==> config.mk <==
export PLATFORM = sky130hd
export DESIGN_NAME = mem_scrubber
export DESIGN_NICKNAME = d
export VERILOG_FILES = /design/src/rtl/scrub_pkg.sv /design/src/rtl/secded_check.sv /design/src/rtl/scrub_sat_counter.sv /design/src/rtl/mem_scrubber.sv
export SDC_FILE = /design/constraint.sdc
export NUM_CORES = 1
export LEC_CHECK = 0
export CAP_MARGIN = 0
export CORE_MARGIN = 10
export CORE_UTILIZATION = 25
export CTS_CLUSTER_DIAMETER = 120
export DETAILED_ROUTE_END_ITERATION = 8
export PLACE_DENSITY_LB_ADDON = 0.3
export SLEW_MARGIN = 20
export SYNTH_ARGS = -nofsm -noshare
export SYNTH_HDL_FRONTEND = slang
export SYNTH_SLANG_ARGS = --single-unit
==> constraint.sdc <==
create_clock -name clk -period 2.9 [get_ports clk]
set_clock_uncertainty 0.05 [all_clocks]
set_input_delay 0.58 -clock clk [delete_from_list [all_inputs] [get_ports clk]]
set_output_delay 0.58 -clock clk [all_outputs]
set_load 0.01 [all_outputs]
==> src/rtl/scrub_pkg.sv <==
// Shared definitions for the memory scrubber.
// Assumes: data widths small enough that check_bits loops a handful of times.
package scrub_pkg;

    // Scrub sequence states.
    typedef enum logic [2:0] {
        ST_IDLE,
        ST_READ,
        ST_CHECK,
        ST_WRITEBACK,
        ST_ADVANCE
    } scrub_state_t;

    // Number of Hamming check bits needed to cover dw data bits.
    function automatic int check_bits(input int dw);
        int p;
        p = 1;
        while ((1 << p) < dw + p + 1) p++;
        return p;
    endfunction

endpackage

==> src/rtl/secded_check.sv <==
// Combinational SECDED checker for one stored codeword.
// Layout: bit 0 = overall even parity, bit 2^k = check bit k, data elsewhere.
// Assumes: the codeword was written by a matching encoder; flags are mutually exclusive.
module secded_check #(
    parameter  int DATA_W = 8,
    localparam int PB     = scrub_pkg::check_bits(DATA_W),
    localparam int NPOS   = DATA_W + PB,
    localparam int CODE_W = NPOS + 1
) (
    input  logic [CODE_W-1:0] code,
    output logic              correctable,
    output logic              uncorrectable,
    output logic [CODE_W-1:0] fixed
);

    logic [PB-1:0] syn;
    logic          odd;

    // Syndrome is the XOR of the positions of all set bits.
    always_comb begin
        syn = '0;
        for (int i = 1; i <= NPOS; i++) begin
            if (code[i]) syn = syn ^ PB'(i);
        end
        odd = ^code;
    end

    // Classify and repair: odd parity with a valid position is a single flip.
    always_comb begin
        correctable   = odd && (int'(syn) <= NPOS);
        uncorrectable = (!odd && (syn != '0)) || (odd && (int'(syn) > NPOS));
        fixed         = correctable ? (code ^ (CODE_W'(1) << syn)) : code;
    end

endmodule

==> src/rtl/scrub_sat_counter.sv <==
// Event counter that stops at its all-ones value.
// Assumes: inc is a single-cycle strobe per event.
module scrub_sat_counter #(
    parameter int W = 4
) (
    input  logic         clk,
    input  logic         rst_n,
    input  logic         inc,
    output logic [W-1:0] count
);

    localparam logic [W-1:0] TOP = '1;

    logic armed;

    // Count events, holding at the top value.
    always_ff @(posedge clk) begin
        if (!rst_n)                  count <= '0;
        else if (inc && count != TOP) count <= count + 1'b1;
    end

    // Marks cycles where $past refers to post-reset values.
    always_ff @(posedge clk) begin
        if (!rst_n) armed <= 1'b0;
        else        armed <= 1'b1;
    end

    p_no_overflow_r4: assert property (@(posedge clk) disable iff (!rst_n)
        (count == TOP) |=> (count == TOP));

    p_never_drops_r4: assert property (@(posedge clk) disable iff (!rst_n)
        armed |-> (count >= $past(count)));

endmodule

==> src/rtl/mem_scrubber.sv <==
// Background scrubber: reads each word in turn, repairs single-bit errors by
// writing back the corrected codeword, and logs correctable and uncorrectable
// reads. Assumes a synchronous memory whose read data is valid the cycle after
// the grant, and an arbiter that never grants in a cycle with a host write.
module mem_scrubber
    import scrub_pkg::*;
#(
    parameter  int DATA_W     = 8,
    parameter  int WORDS      = 16,
    parameter  int INTERVAL_W = 8,
    parameter  int CNT_W      = 4,
    localparam int ADDR_W     = $clog2(WORDS),
    localparam int CODE_W     = DATA_W + check_bits(DATA_W) + 1
) (
    input  logic                  clk,
    input  logic                  rst_n,
    input  logic [INTERVAL_W-1:0] interval,
    output logic                  mem_req,
    input  logic                  mem_gnt,
    output logic                  mem_we,
    output logic [ADDR_W-1:0]     mem_addr,
    output logic [CODE_W-1:0]     mem_wdata,
    input  logic [CODE_W-1:0]     mem_rdata,
    input  logic                  host_wr_en,
    input  logic [ADDR_W-1:0]     host_wr_addr,
    output logic [CNT_W-1:0]      ce_count,
    output logic [CNT_W-1:0]      ue_count,
    output logic [ADDR_W-1:0]     ue_addr,
    output logic                  sweep_done
);

    localparam logic [ADDR_W-1:0] LAST = ADDR_W'(WORDS - 1);

    scrub_state_t            state, state_nxt;
    logic [INTERVAL_W-1:0]   wait_cnt;
    logic [ADDR_W-1:0]       cur_addr;
    logic [CODE_W-1:0]       wb_word;
    logic                    dec_ce, dec_ue;
    logic [CODE_W-1:0]       dec_fixed;
    logic                    host_hit, at_last, armed;

    secded_check #(.DATA_W(DATA_W)) u_check (
        .code          (mem_rdata),
        .correctable   (dec_ce),
        .uncorrectable (dec_ue),
        .fixed         (dec_fixed)
    );

    scrub_sat_counter #(.W(CNT_W)) u_ce_cnt (
        .clk   (clk),
        .rst_n (rst_n),
        .inc   (state == ST_CHECK && dec_ce),
        .count (ce_count)
    );

    scrub_sat_counter #(.W(CNT_W)) u_ue_cnt (
        .clk   (clk),
        .rst_n (rst_n),
        .inc   (state == ST_CHECK && dec_ue),
        .count (ue_count)
    );

    // Host write to the word currently being scrubbed.
    assign host_hit = host_wr_en && (host_wr_addr == cur_addr);
    assign at_last  = (cur_addr == LAST);

    // Next-state selection for the scrub sequence.
    always_comb begin
        state_nxt = state;
        case (state)
            ST_IDLE:      if (wait_cnt >= interval) state_nxt = ST_READ;
            ST_READ:      if (mem_gnt) state_nxt = ST_CHECK;
            ST_CHECK:     state_nxt = (dec_ce && !host_hit) ? ST_WRITEBACK : ST_ADVANCE;
            ST_WRITEBACK: if (host_hit || mem_gnt) state_nxt = ST_ADVANCE;
            default:      state_nxt = ST_IDLE;
        endcase
    end

    // State register.
    always_ff @(posedge clk) begin
        if (!rst_n) state <= ST_IDLE;
        else        state <= state_nxt;
    end

    // Inter-access wait counter, running only while idle.
    always_ff @(posedge clk) begin
        if (!rst_n || state != ST_IDLE || wait_cnt >= interval) wait_cnt <= '0;
        else                                                    wait_cnt <= wait_cnt + 1'b1;
    end

    // Sweep pointer with wrap, and the end-of-pass pulse.
    always_ff @(posedge clk) begin
        if (!rst_n) begin
            cur_addr   <= '0;
            sweep_done <= 1'b0;
        end else begin
            sweep_done <= (state == ST_ADVANCE) && at_last;
            if (state == ST_ADVANCE) cur_addr <= at_last ? '0 : cur_addr + 1'b1;
        end
    end

    // Capture the repaired word and the address of the latest uncorrectable read.
    always_ff @(posedge clk) begin
        if (!rst_n) begin
            wb_word <= '0;
            ue_addr <= '0;
        end else if (state == ST_CHECK) begin
            wb_word <= dec_fixed;
            if (dec_ue) ue_addr <= cur_addr;
        end
    end

    // Memory port drive; the write-back request is withdrawn on a host hit.
    assign mem_req   = (state == ST_READ) || (state == ST_WRITEBACK && !host_hit);
    assign mem_we    = (state == ST_WRITEBACK);
    assign mem_addr  = cur_addr;
    assign mem_wdata = wb_word;

    // Qualifies $past-based checks after reset.
    always_ff @(posedge clk) begin
        if (!rst_n) armed <= 1'b0;
        else        armed <= 1'b1;
    end

    p_wrap_to_zero_r1: assert property (@(posedge clk) disable iff (!rst_n)
        (state == ST_ADVANCE && at_last) |=> (mem_addr == '0));

    p_no_writeback_on_ue_r3: assert property (@(posedge clk) disable iff (!rst_n)
        (state == ST_CHECK && dec_ue) |=> !mem_we);

    p_request_held_r7: assert property (@(posedge clk) disable iff (!rst_n)
        (armed && mem_req && !mem_gnt && !host_hit) |=>
        (mem_req && $stable(mem_addr) && $stable(mem_we) && $stable(mem_wdata)));

    p_host_cancels_r8: assert property (@(posedge clk) disable iff (!rst_n)
        ((state == ST_CHECK || mem_we) && host_hit) |=> !mem_we);

    p_single_pulse_r9: assert property (@(posedge clk) disable iff (!rst_n)
        sweep_done |=> !sweep_done);

endmodule

### Yosys cells after proc, flatten, opt, wreduce, memory -nomap -nowiden

Index checks and enable logic that the tools add are counted.

* add/sub/neg operators: 4
* magnitude comparators: 3
* equal/unequal tests: 11
* shifts and indexed selects: 1
* mux-type cells: 19
* bitwise gates (word level): 12
* reductions and logical operators: 25

Operator list (count)
* $mux W3: 8
* $mux W4: 6
* $mux W13: 1
* $reduce_xor A13 Y1: 1
* $shl A1 B4 Y13 const A: 1
* $xor A13 B13 Y13: 1
* $add A4 B1 Y4 const B: 3
* $not A2 Y2: 6
* $pmux W3 S4: 1
* $logic_and A1 B1 Y1: 11
* $add A8 B1 Y8 const B: 1
* $ge A8 B8 Y1: 1
* $ne A4 B4 Y1 const B: 2
* $eq A3 B2 Y1 const B: 2
* $not A3 Y3: 2
* $logic_or A1 B1 Y1: 5
* $eq A4 B4 Y1: 1
* $eq A4 B4 Y1 const B: 1
* $gt A4 B4 Y1 const B: 1
* $le A4 B4 Y1 const B: 1
* $mux W2: 2
* $ne A2 B2 Y1 const B: 2
* $reduce_bool A4 Y1: 1
* $eq A3 B1 Y1 const B: 1
* 9 further kinds: 13

* flip-flop bits (word level): 41
* input bits: 29

### Logic depth before layout (Yosys ltp)

Gate-level depths: netlist of the first run.

* word-level depth: 25
* gate-level depth with buffers: 8
* depth with buffers taken out: 8

### Modules after synthesis

A second synthesis of the first run with hierarchy kept.

* cell total of the unflattened synthesis: 294
* area total of the unflattened synthesis: 2657.5 sq um

Modules (own cells, without submodules)
* mem_scrubber: times used 1, cells each 181, area an instance 1612.8 sq um, seq. area each 660.6 sq um
* secded_check: times used 1, cells each 69, area an instance 651.9 sq um, seq. area each 0.0 sq um
* scrub_sat_counter: times used 2, cells each 22, area an instance 196.4 sq um, seq. area each 80.1 sq um

### Worst setup path after synthesis of the first run

No wires, ideal clock.

* kind: input-to-reg
* from: input mem_rdata[3]
* to: register u_ue_cnt.count[2]
* setup time: 0.122 ns
* arrival: 2.213 ns
* required time: 2.728 ns
* path slack: 0.515 ns
* stages: 7
* path buffers: 1
* path through: xnor2_1 -> xnor3_1 -> nand2b_2 -> a21boi_0 -> o21ai_2 -> buf_2 -> o311a_1

* cells in the longest elaborated chain, start to end: 19

RTL lines
* from (decl): RTL line mem_scrubber.sv:23 `input logic [CODE_W-1:0] mem_rdata,`
* $mux W2: RTL line secded_check.sv:23 `if (code[i]) syn = syn ^ PB'(i);`
* $mux W3: RTL line secded_check.sv:23
* $not A2 Y2 (no line) / $mux W3 (equally long branches)
* $mux W3 / $not A2 Y2 (equally long branches)
* $mux W3: RTL line secded_check.sv:23
* $not A3 Y3 (no line)
* $mux W3: RTL line secded_check.sv:23
* $mux W4: RTL line secded_check.sv:23
* [2 not listed]
* $mux W4: RTL line secded_check.sv:23
* $not A3 Y3 (no line)
* $mux W4 (2 in series): RTL line secded_check.sv:23
* $gt A4 B4 Y1 / $reduce_bool A4 Y1 (equally long branches): RTL line secded_check.sv:31 `uncorrectable = (!odd && (syn != '0)) || (odd && (int'(syn) > NPOS));`
* $logic_and A1 B1 Y1: RTL line secded_check.sv:31
* $logic_or A1 B1 Y1 (*): RTL line secded_check.sv:31
* $logic_and A1 B1 Y1 (*): RTL line mem_scrubber.sv:59 `.inc (state == ST_CHECK && dec_ue),`
* $logic_and A1 B1 Y1 (*): RTL line scrub_sat_counter.sv:19 `else if (inc && count != TOP) count <= count + 1'b1;`
* to (signal assigned): RTL line scrub_sat_counter.sv:19
* to (decl): RTL line scrub_sat_counter.sv:9 `output logic [W-1:0] count`

Mark *: on every way between the ends. The rest lies on a longest branch, timed or not.
A chain may end at the register's enable or synchronous reset.

### Worst setup path in the final report of the first run

* from: input mem_rdata[3]
* to: register u_ce_cnt.count[3]

* cells in the longest elaborated chain, start to end: 18

RTL lines
* $mux W2: RTL line secded_check.sv:23
* $mux W3: RTL line secded_check.sv:23
* $not A2 Y2 (no line) / $mux W3 (equally long branches)
* $mux W3 / $not A2 Y2 (equally long branches)
* $mux W3: RTL line secded_check.sv:23
* $not A3 Y3 (no line)
* $mux W3: RTL line secded_check.sv:23
* $mux W4: RTL line secded_check.sv:23
* $not A2 Y2 (no line) / $mux W4 (equally long branches)
* $mux W4 / $not A2 Y2 (equally long branches)
* $mux W4: RTL line secded_check.sv:23
* $not A3 Y3 (no line)
* $mux W4 (2 in series): RTL line secded_check.sv:23
* $le A4 B4 Y1: RTL line secded_check.sv:30 `correctable = odd && (int'(syn) <= NPOS);`
* $logic_and A1 B1 Y1 (*): RTL line secded_check.sv:30
* $logic_and A1 B1 Y1 (*): RTL line mem_scrubber.sv:52 `.inc (state == ST_CHECK && dec_ce),`
* $logic_and A1 B1 Y1 (*): RTL line scrub_sat_counter.sv:19
* to (signal assigned): RTL line scrub_sat_counter.sv:19
* to (decl): RTL line scrub_sat_counter.sv:9

Marked as above.

==> summary.md, run 1 <==
| Metric | Value |
|---|---|
| First-pass GRT wire length | `roughly 11000 um` |
| Register bit count reported by yosys | `41` |
| Most used cell along the critical path | `xor2_2` |
| # rows | `36` |
| Critical path arrival | `about 2.9 ns` |
| Logic pwr share | `41.0%` |
| # IOs | `between 60 and 70` |
| Largest net degree at the start of global routing | `24` |
| Cell Chain, Critical Path | `clkdlybuf4s50_1 > xor2_2 > xor2_2 > nand2_1 > o31a_1 > a31oi_4 > nand4_1 > mux2i_1` |
| Gates resized, CTS repair | `0` |
| Via count | `2271` |
| Initial antenna violation count | `0` |
| Avg Inst Size Synth | `roughly 8.7 sq um` |
| Peak supply drop | `roughly 0.25 mV` |
| Yosys Warn Count | `0` |
| Distinct cells, synth | `40` |
| Post-synth EDFFs | `0` |
| Wire per inst | `between 10 and 15 um` |
| Synth Cell Area | `about 2400 sq um` |
| Residual DRC | `0` |
| Clk_lat worst skew | `roughly 0.30 ns` |
| RSZ-0062 raised after global routing | `false` |
| Die Width | `around 120 um` |
| # setup viols final | `0` |
| Drt via density | `between 4 and 5` |
| Setup crit end kind | `flop` |
| Count leader, synth | `dfxtp_1` |
| Pwr dens | `between 500 and 600 nW/um^2` |
| Worst path required time | `around 3 ns` |
| Dominant synthesized flop cell | `dfxtp_1` |
| Overall Global Routing Usage | `under 10%` |
| Switching Share | `~35%` |
| Fin nets | `414` |
| Cells after Synth | `between 200 and 300` |
| N_diodes | `0` |
| Ranking of synthesized cells by area | `dfxtp_1, xnor2_1, ha_1` |
| Post-synth top area cell | `dfxtp_1` |
| Net Sw Power | `0.651 mW` |
| DR iter-0 viols | `just over 50` |
| Flop pwr share | `a little under two fifths` |
| Clk pwr share | `a little over a fifth` |
| H-tree levels | `2` |
| Top delay family on crit path | `XOR/XNOR gates` |
| Most frequent cells after synthesis | `dfxtp_1, nor2_1, xnor2_1` |
| Layout area overhead | `44.0%` |
| Gr ovfl total | `0` |
| Hold_buf cts | `0` |
| Share of cells above drive strength 1 | `between 10% and 20%` |
| IO buf count | `60` |
| Gpl congestion | `approximately 0.86` |
| Sinks on the clock net | `a little over 40` |
| # Max-Cap Violations | `0` |
| Int Pwr | `1.18 mW` |
| Post-DRT Antenna Nets | `0` |
| Slew @ Worst Pin | `a little over 0.6 ns` |
| Post-layout util | `between 30% and 40%` |
| Buf/Inv on CP | `1` |
| Tightest Hold Check Type | `flop to flop` |
| Worst slew margin | `about 58%` |
| Peak fanout along the critical path | `9` |
| Root Buffer | `clkbuf_8` |
| Share of the clock period used by the worst path | `94.2%` |
| Final-report hold violation count | `0` |
| Leak | `1.32 nW` |
| Die area | `~14000 sq um` |
| Routed WL | `between 6000 and 7000 um` |
| Total CTS buffers | `5` |
| Final Critical Period | `about 2.7 ns` |
| Tot Pwr | `1.83 mW` |
| Peak Freq | `366 MHz` |
| Crit start category | `input port` |
| Syn Nets | `~320` |
| Crit Path Class | `input port to flop` |
| Fin area | `about 3500 sq um` |
| Register area share after synthesis | `33.5%` |
| First-pass iteration count of the detailed router | `4` |
| Fin cells | `roughly 510` |
| Placement Cell Area | `3430 sq um` |
| Top cell type's share of synthesized area | `33.5%` |
| CTS tree | `done` |
| Vias in the first global route | `about 2300` |
| Post-CTS Setup Repair Bufs | `0` |
| Max-slew violation total from the final report | `0` |
| Clock Path Buffers | `2` |
| Crit path max-delay cell type | `clkdlybuf4s50_1` |
| CP peak stage delay | `0.57 ns` |
| DP HPWL | `around 5200 um` |
| Outcome | `finished clean` |
| Core ar. | `roughly 9600 sq um` |
| Initial core utilization | `~25%` |
| Die height | `approximately 120 um` |
| Asr flop ratio synth | `0%` |
| Clock transition at path regs | `about 0.090 ns` |
| Placed cell count | `about 500` |
-- kinds of logic after synthesis --
kind of cell	synth area share, %
compound gates	16.4
xor+xnor	19.0
fa+ha+maj	6.13
buf+inv	3.42
flops	33.5
mux	2.04
simple gates	19.5
-- routing by layer --
metal / GRT usage (%) / share of wire, % / vias to the layer above
met4: 3.51 / 1.6 / 0
met5: 0 / 0 / -
met2: 15.2 / 47 / 54
met1: 10.7 / 46 / 1032
met3: 2.36 / 4.8 / 8
li1: - / - / 1177
-- cell type report --
type | count | area (sq um)
repair buffers | 92 | 843
multi-input cells | 220 | 1560
well taps | 133 | 166
flip-flops and latches | 41 | 821
fillers | 1030 | 6110
inverters | 13 | 48.8
clock buffers | 5 | 68.8
clock inverters | 3 | 21.3
-- worst paths after layout --
kind	slack, ns	end	cells after the start	start
worst min-delay path	0.42	wait_cnt[0]	1	wait_cnt[0]
worst min register to register	0.42	wait_cnt[0]	1	wait_cnt[0]
worst max register to register	0.70	state[2]	8	wait_cnt[0]
worst max-delay path	0.17	u_ce_cnt.count[3]	8	mem_rdata[3]
-- state kept, by name (all words and copies together) (netlist names) --
register        cells
sweep_done          1
mem_wdata          13
mem_addr            4
ue_addr             4
u_ue_cnt.count      4
wait_cnt            8
u_ce_cnt.count      4
state               3
-- per-stage QoR --
| stage | TNS (ns) | worst slack, ns | hold WS (ns) |
|---|---|---|---|
| floorplan | 0 | 0.515 | 0.376 |
| CTS | 0 | 0.0769 | 0.427 |
| finish | 0 | 0.168 | 0.417 |
| detailed placement | -1.49 | -0.210 | 0.405 |
| global placement | -0.636 | -0.160 | 0.391 |
| global route | 0 | 0.00493 | 0.445 |
-- placed cells by master (no fill, tap or decap), types with 2 or more instances in the layout --
| master | count |
|---|---|
| a21oi_1 | 16 |
| a311oi_1 | 2 |
| nand2_1 | 21 |
| inv_1 | 13 |
| clkdlybuf4s50_1 | 59 |
| nand4_1 | 5 |
| xor2_1 | 10 |
| o21ai_0 | 12 |
| nand2b_1 | 8 |
| or4_1 | 6 |
| xor2_2 | 3 |
| a31oi_1 | 4 |
| ha_1 | 12 |
| clkbuf_8 | 5 |
| nor4_1 | 2 |
| and3_1 | 3 |
| xnor2_2 | 5 |
| a211oi_1 | 15 |
| nand3_1 | 17 |
| xnor2_1 | 24 |
| nor2_1 | 31 |
| buf_4 | 32 |
| mux2i_1 | 5 |
| xnor3_1 | 2 |
| dfxtp_1 | 41 |
-- power groups by stage --
stage               clock [mW]  combinational, mW  sequential [mW]
global route             0.424              0.840            0.713
detailed placement           0              0.759            0.711
CTS                      0.400              0.762            0.698
finish                   0.385              0.753            0.696
global placement             0              0.751            0.709
floorplan                    0              0.426            0.721
Power figures use the tool's default switching activity.
==> inputs of run 2 (changes only) <==
--- a/config.mk
+++ b/config.mk
@@ -5,10 +5,9 @@
 export SDC_FILE = /design/constraint.sdc
 export NUM_CORES = 1
 export LEC_CHECK = 0
-export CAP_MARGIN = 0
+export CAP_MARGIN = 20
 export CORE_MARGIN = 10
 export CORE_UTILIZATION = 25
-export CTS_CLUSTER_DIAMETER = 120
 export DETAILED_ROUTE_END_ITERATION = 8
 export PLACE_DENSITY_LB_ADDON = 0.3
 export SLEW_MARGIN = 20
==> results of run 2 <==
Same layout as run 1: the final DEF is identical, and so are final timing and power.
==> inputs of run 3 (changes only) <==
--- a/config.mk
+++ b/config.mk
@@ -9,6 +9,7 @@
 export CORE_MARGIN = 10
 export CORE_UTILIZATION = 25
 export DETAILED_ROUTE_END_ITERATION = 8
+export GPL_TIMING_DRIVEN = 0
 export PLACE_DENSITY_LB_ADDON = 0.3
 export SLEW_MARGIN = 20
 export SYNTH_ARGS = -nofsm -noshare
==> run 3 against run 2 <==
Against the previous run: register-to-register slack about the same; worst hold slack better by 0.0029 ns; cell count fell by 4.3%; flip-flop and latch count is the same; design area down 4.9%; routed wire length grew 0.64%; count of clock-buffer cells in the layout is the same; clock power increased by 4%; power is 2.0% lower; critical path type unchanged; largest power group unchanged.
==> summary.md, run 3 (synthesis gave the netlist of run 1 again) <==
| Metric | Value |
|---|---|
| Fin nets | `392 (-5.3%)` |
| Max-slew violation total from the final report | `0 (unchanged)` |
| Residual DRC | `0 (unchanged)` |
| Int Pwr | `1.14 mW (-3.7%)` |
| Clk_lat worst skew | `0.30 ns (about the same)` |
| DR iter-0 viols | `71 (+39%)` |
| DP HPWL | `5190 um (+0.15%)` |
| Root Buffer | `clkbuf_8` |
| First-pass iteration count of the detailed router | `4 (unchanged)` |
| Layout area overhead | `36.9%` |
| Total Negative Setup Slacks | `0 ns (unchanged)` |
| Worst hold path startpoint | `wait_cnt[0]` |
| Peak Freq | `364 MHz (-0.49%)` |
| Largest net degree at the start of global routing | `16 (-33%)` |
| Clk pwr share | `22.2% (+1.2 points)` |
| Gr ovfl total | `0 (unchanged)` |
| Worst path required time | `3.05 ns (about the same)` |
| RSZ-0062 raised after global routing | `false` |
| Metal-1 WL | `3070 um (+2.9%)` |
| Met3 WL | `271 um (-12%)` |
| Total CTS buffers | `5 (unchanged)` |
| Net Sw Power | `0.658 mW (+1.0%)` |
| # setup viols final | `0 (unchanged)` |
| IO buf count | `60 (unchanged)` |
| Die area | `14200 sq um (unchanged)` |
| # Max-Cap Violations | `0 (unchanged)` |
| Peak supply drop | `0.179 mV (-27%)` |
| Pwr dens | `536 nW/um^2 (+3.1%)` |
| Leading cell types in the layout, fill and taps excluded | `clkdlybuf4s50_1, dfxtp_1, nor2_1, xnor2_1, nand2_1` |
| FF-to-FF setup slack | `0.71 ns (about the same)` |
| Routed WL | `6490 um (+0.64%)` |
| Via count | `2167 (-4.6%)` |
| Reg2reg start | `wait_cnt[0]` |
| # IOs | `61 (unchanged)` |
| Place WS | `-0.308 ns (-0.0983 ns)` |
| Core ar. | `9640 sq um (unchanged)` |
| Metal2 WL | `3080 um (+1.0%)` |
| First element of the critical path | `mem_rdata[7]` |
| N_diodes | `0 (unchanged)` |
| Final WS setup | `0.155 ns (-0.0135 ns)` |
| First-pass GRT wire length | `11200 um (+3.4%)` |
| Reg2reg end | `state[2]` |
| Clock transition at path regs | `0.10 ns (about the same)` |
| Tightest Hold Check Type | `flop to flop` |
| Clock Path Buffers | `2 (unchanged)` |
| H-tree levels | `2 (unchanged)` |
| Critical path arrival | `2.89 ns (about the same)` |
| DR top layer | `met4` |
| Logic pwr share | `39.0% (-2.0 points)` |
| Flop pwr share | `38.9% (+1.0 points)` |
| Slew @ Worst Pin | `0.529 ns (-0.0923 ns)` |
| Largest register FFs | `13 (unchanged)` |
| Crit start category | `input port` |
| Hold worst-path end | `wait_cnt[0]` |
| Initial core utilization | `25.4% (unchanged)` |
| Post-layout util | `34.8% (-1.8 points)` |
| Share of the clock period used by the worst path | `94.7% (+0.46 points)` |
| CTS tree | `done` |
| Outcome | `finished clean` |
| Setup crit end kind | `flop` |
| Sinks on the clock net | `41 (unchanged)` |
| Vias in the first global route | `2222 (-2.8%)` |
| Post-DRT Antenna Nets | `0 (unchanged)` |
| Overall Global Routing Usage | `9.51% (+0.47 points)` |
| Crit Path Class | `input port to flop` |
| Die Width | `119 um (unchanged)` |
| Peak fanout along the critical path | `5 (-4)` |
| Switching Share | `36.6% (+1.1 points)` |
| Leak | `1.20 nW (-9.4%)` |
| Worst Hold Path Cells | `1 (unchanged)` |
| Worst slew margin | `64.7% (+6.4 points)` |
| Die height | `119 um (unchanged)` |
| Most common cell after layout, fill and taps aside | `clkdlybuf4s50_1` |
| Final Critical Period | `2.75 ns (+0.0135 ns)` |
| Wire per inst | `13.4 um (+5.2%)` |
| # rows | `36 (unchanged)` |
| Final-report hold violation count | `0 (unchanged)` |
| Gpl congestion | `0.778 (-9.8%)` |
| Reg2Reg Depth | `8 (unchanged)` |
| Initial antenna violation count | `0 (unchanged)` |
| Share of cells above drive strength 1 | `7.10% (-7.3 points)` |
| Drt via density | `4.47 (-0.25%)` |
run 3: repair_timing:
item	CTS	global route
gates resized for setup	2	5
setup buffers	0	1
setup endpoints to repair	1	9
hold buffers	0	0
pin swaps	0	1
run 3: power groups by stage:
stage	Combinational (mW)	Sequential [mW]	Clock (mW)
after floorplan	0.426	0.721	0
after global placement	0.700	0.710	0
after detailed placement	0.707	0.713	0
after CTS	0.712	0.700	0.419
after global routing	0.788	0.712	0.440
final	0.700	0.699	0.399
run 3: final cells by class:
cell class                      count  area [sq um]
Buffer                              9          35.0
Clock buffer                        5          68.8
Clock inverter                      3          25.0
Fill cell                        1018          6290
Inverter                           13          48.8
Multi-Input combinational cell    220          1580
Sequential cell                    41           821
Tap cell                          133           166
Timing Repair Buffer               61           613
run 3: metal layers:
metal | vias to the layer above | GRT usage, %
li1 | 1138 | -
met1 | 985 | 11.7
met2 | 42 | 15.6
met3 | 2 | 2.50
met4 | 0 | 3.44
met5 | - | 0
run 3: how the worst max path moves through the flow:
stage / to / slack [ns] / cells after the start
global route: u_ce_cnt.count[3] / 0.02 / 8
CTS: u_ue_cnt.count[2] / 0.02 / 8
global placement: u_ue_cnt.count[2] / -0.32 / 8
finish: u_ce_cnt.count[3] / 0.15 / 8
detailed placement: u_ue_cnt.count[2] / -0.31 / 8
floorplan: u_ue_cnt.count[2] / 0.52 / 7
run 3: per-stage QoR:
stage / total power [mW] / hold WS, ns / area [sq um] / instances
after floorplan: 1.15 / 0.376 / 2450 / 283
after global placement: 1.41 / 0.393 / 3220 / 476
after detailed placement: 1.42 / 0.401 / 3220 / 476
after CTS: 1.83 / 0.426 / 3330 / 484
after global routing: 1.94 / 0.446 / 3350 / 485
final: 1.80 / 0.420 / 3350 / 485
run 3: critical path, cell delays in order:
cell and delay [ns]:
clkdlybuf4s50_1 0.54, xnor2_2 0.30, xnor2_1 0.19, or4_1 0.54, a21o_1 0.23, a31oi_4 0.23
nand4_1 0.15, mux2i_1 0.13
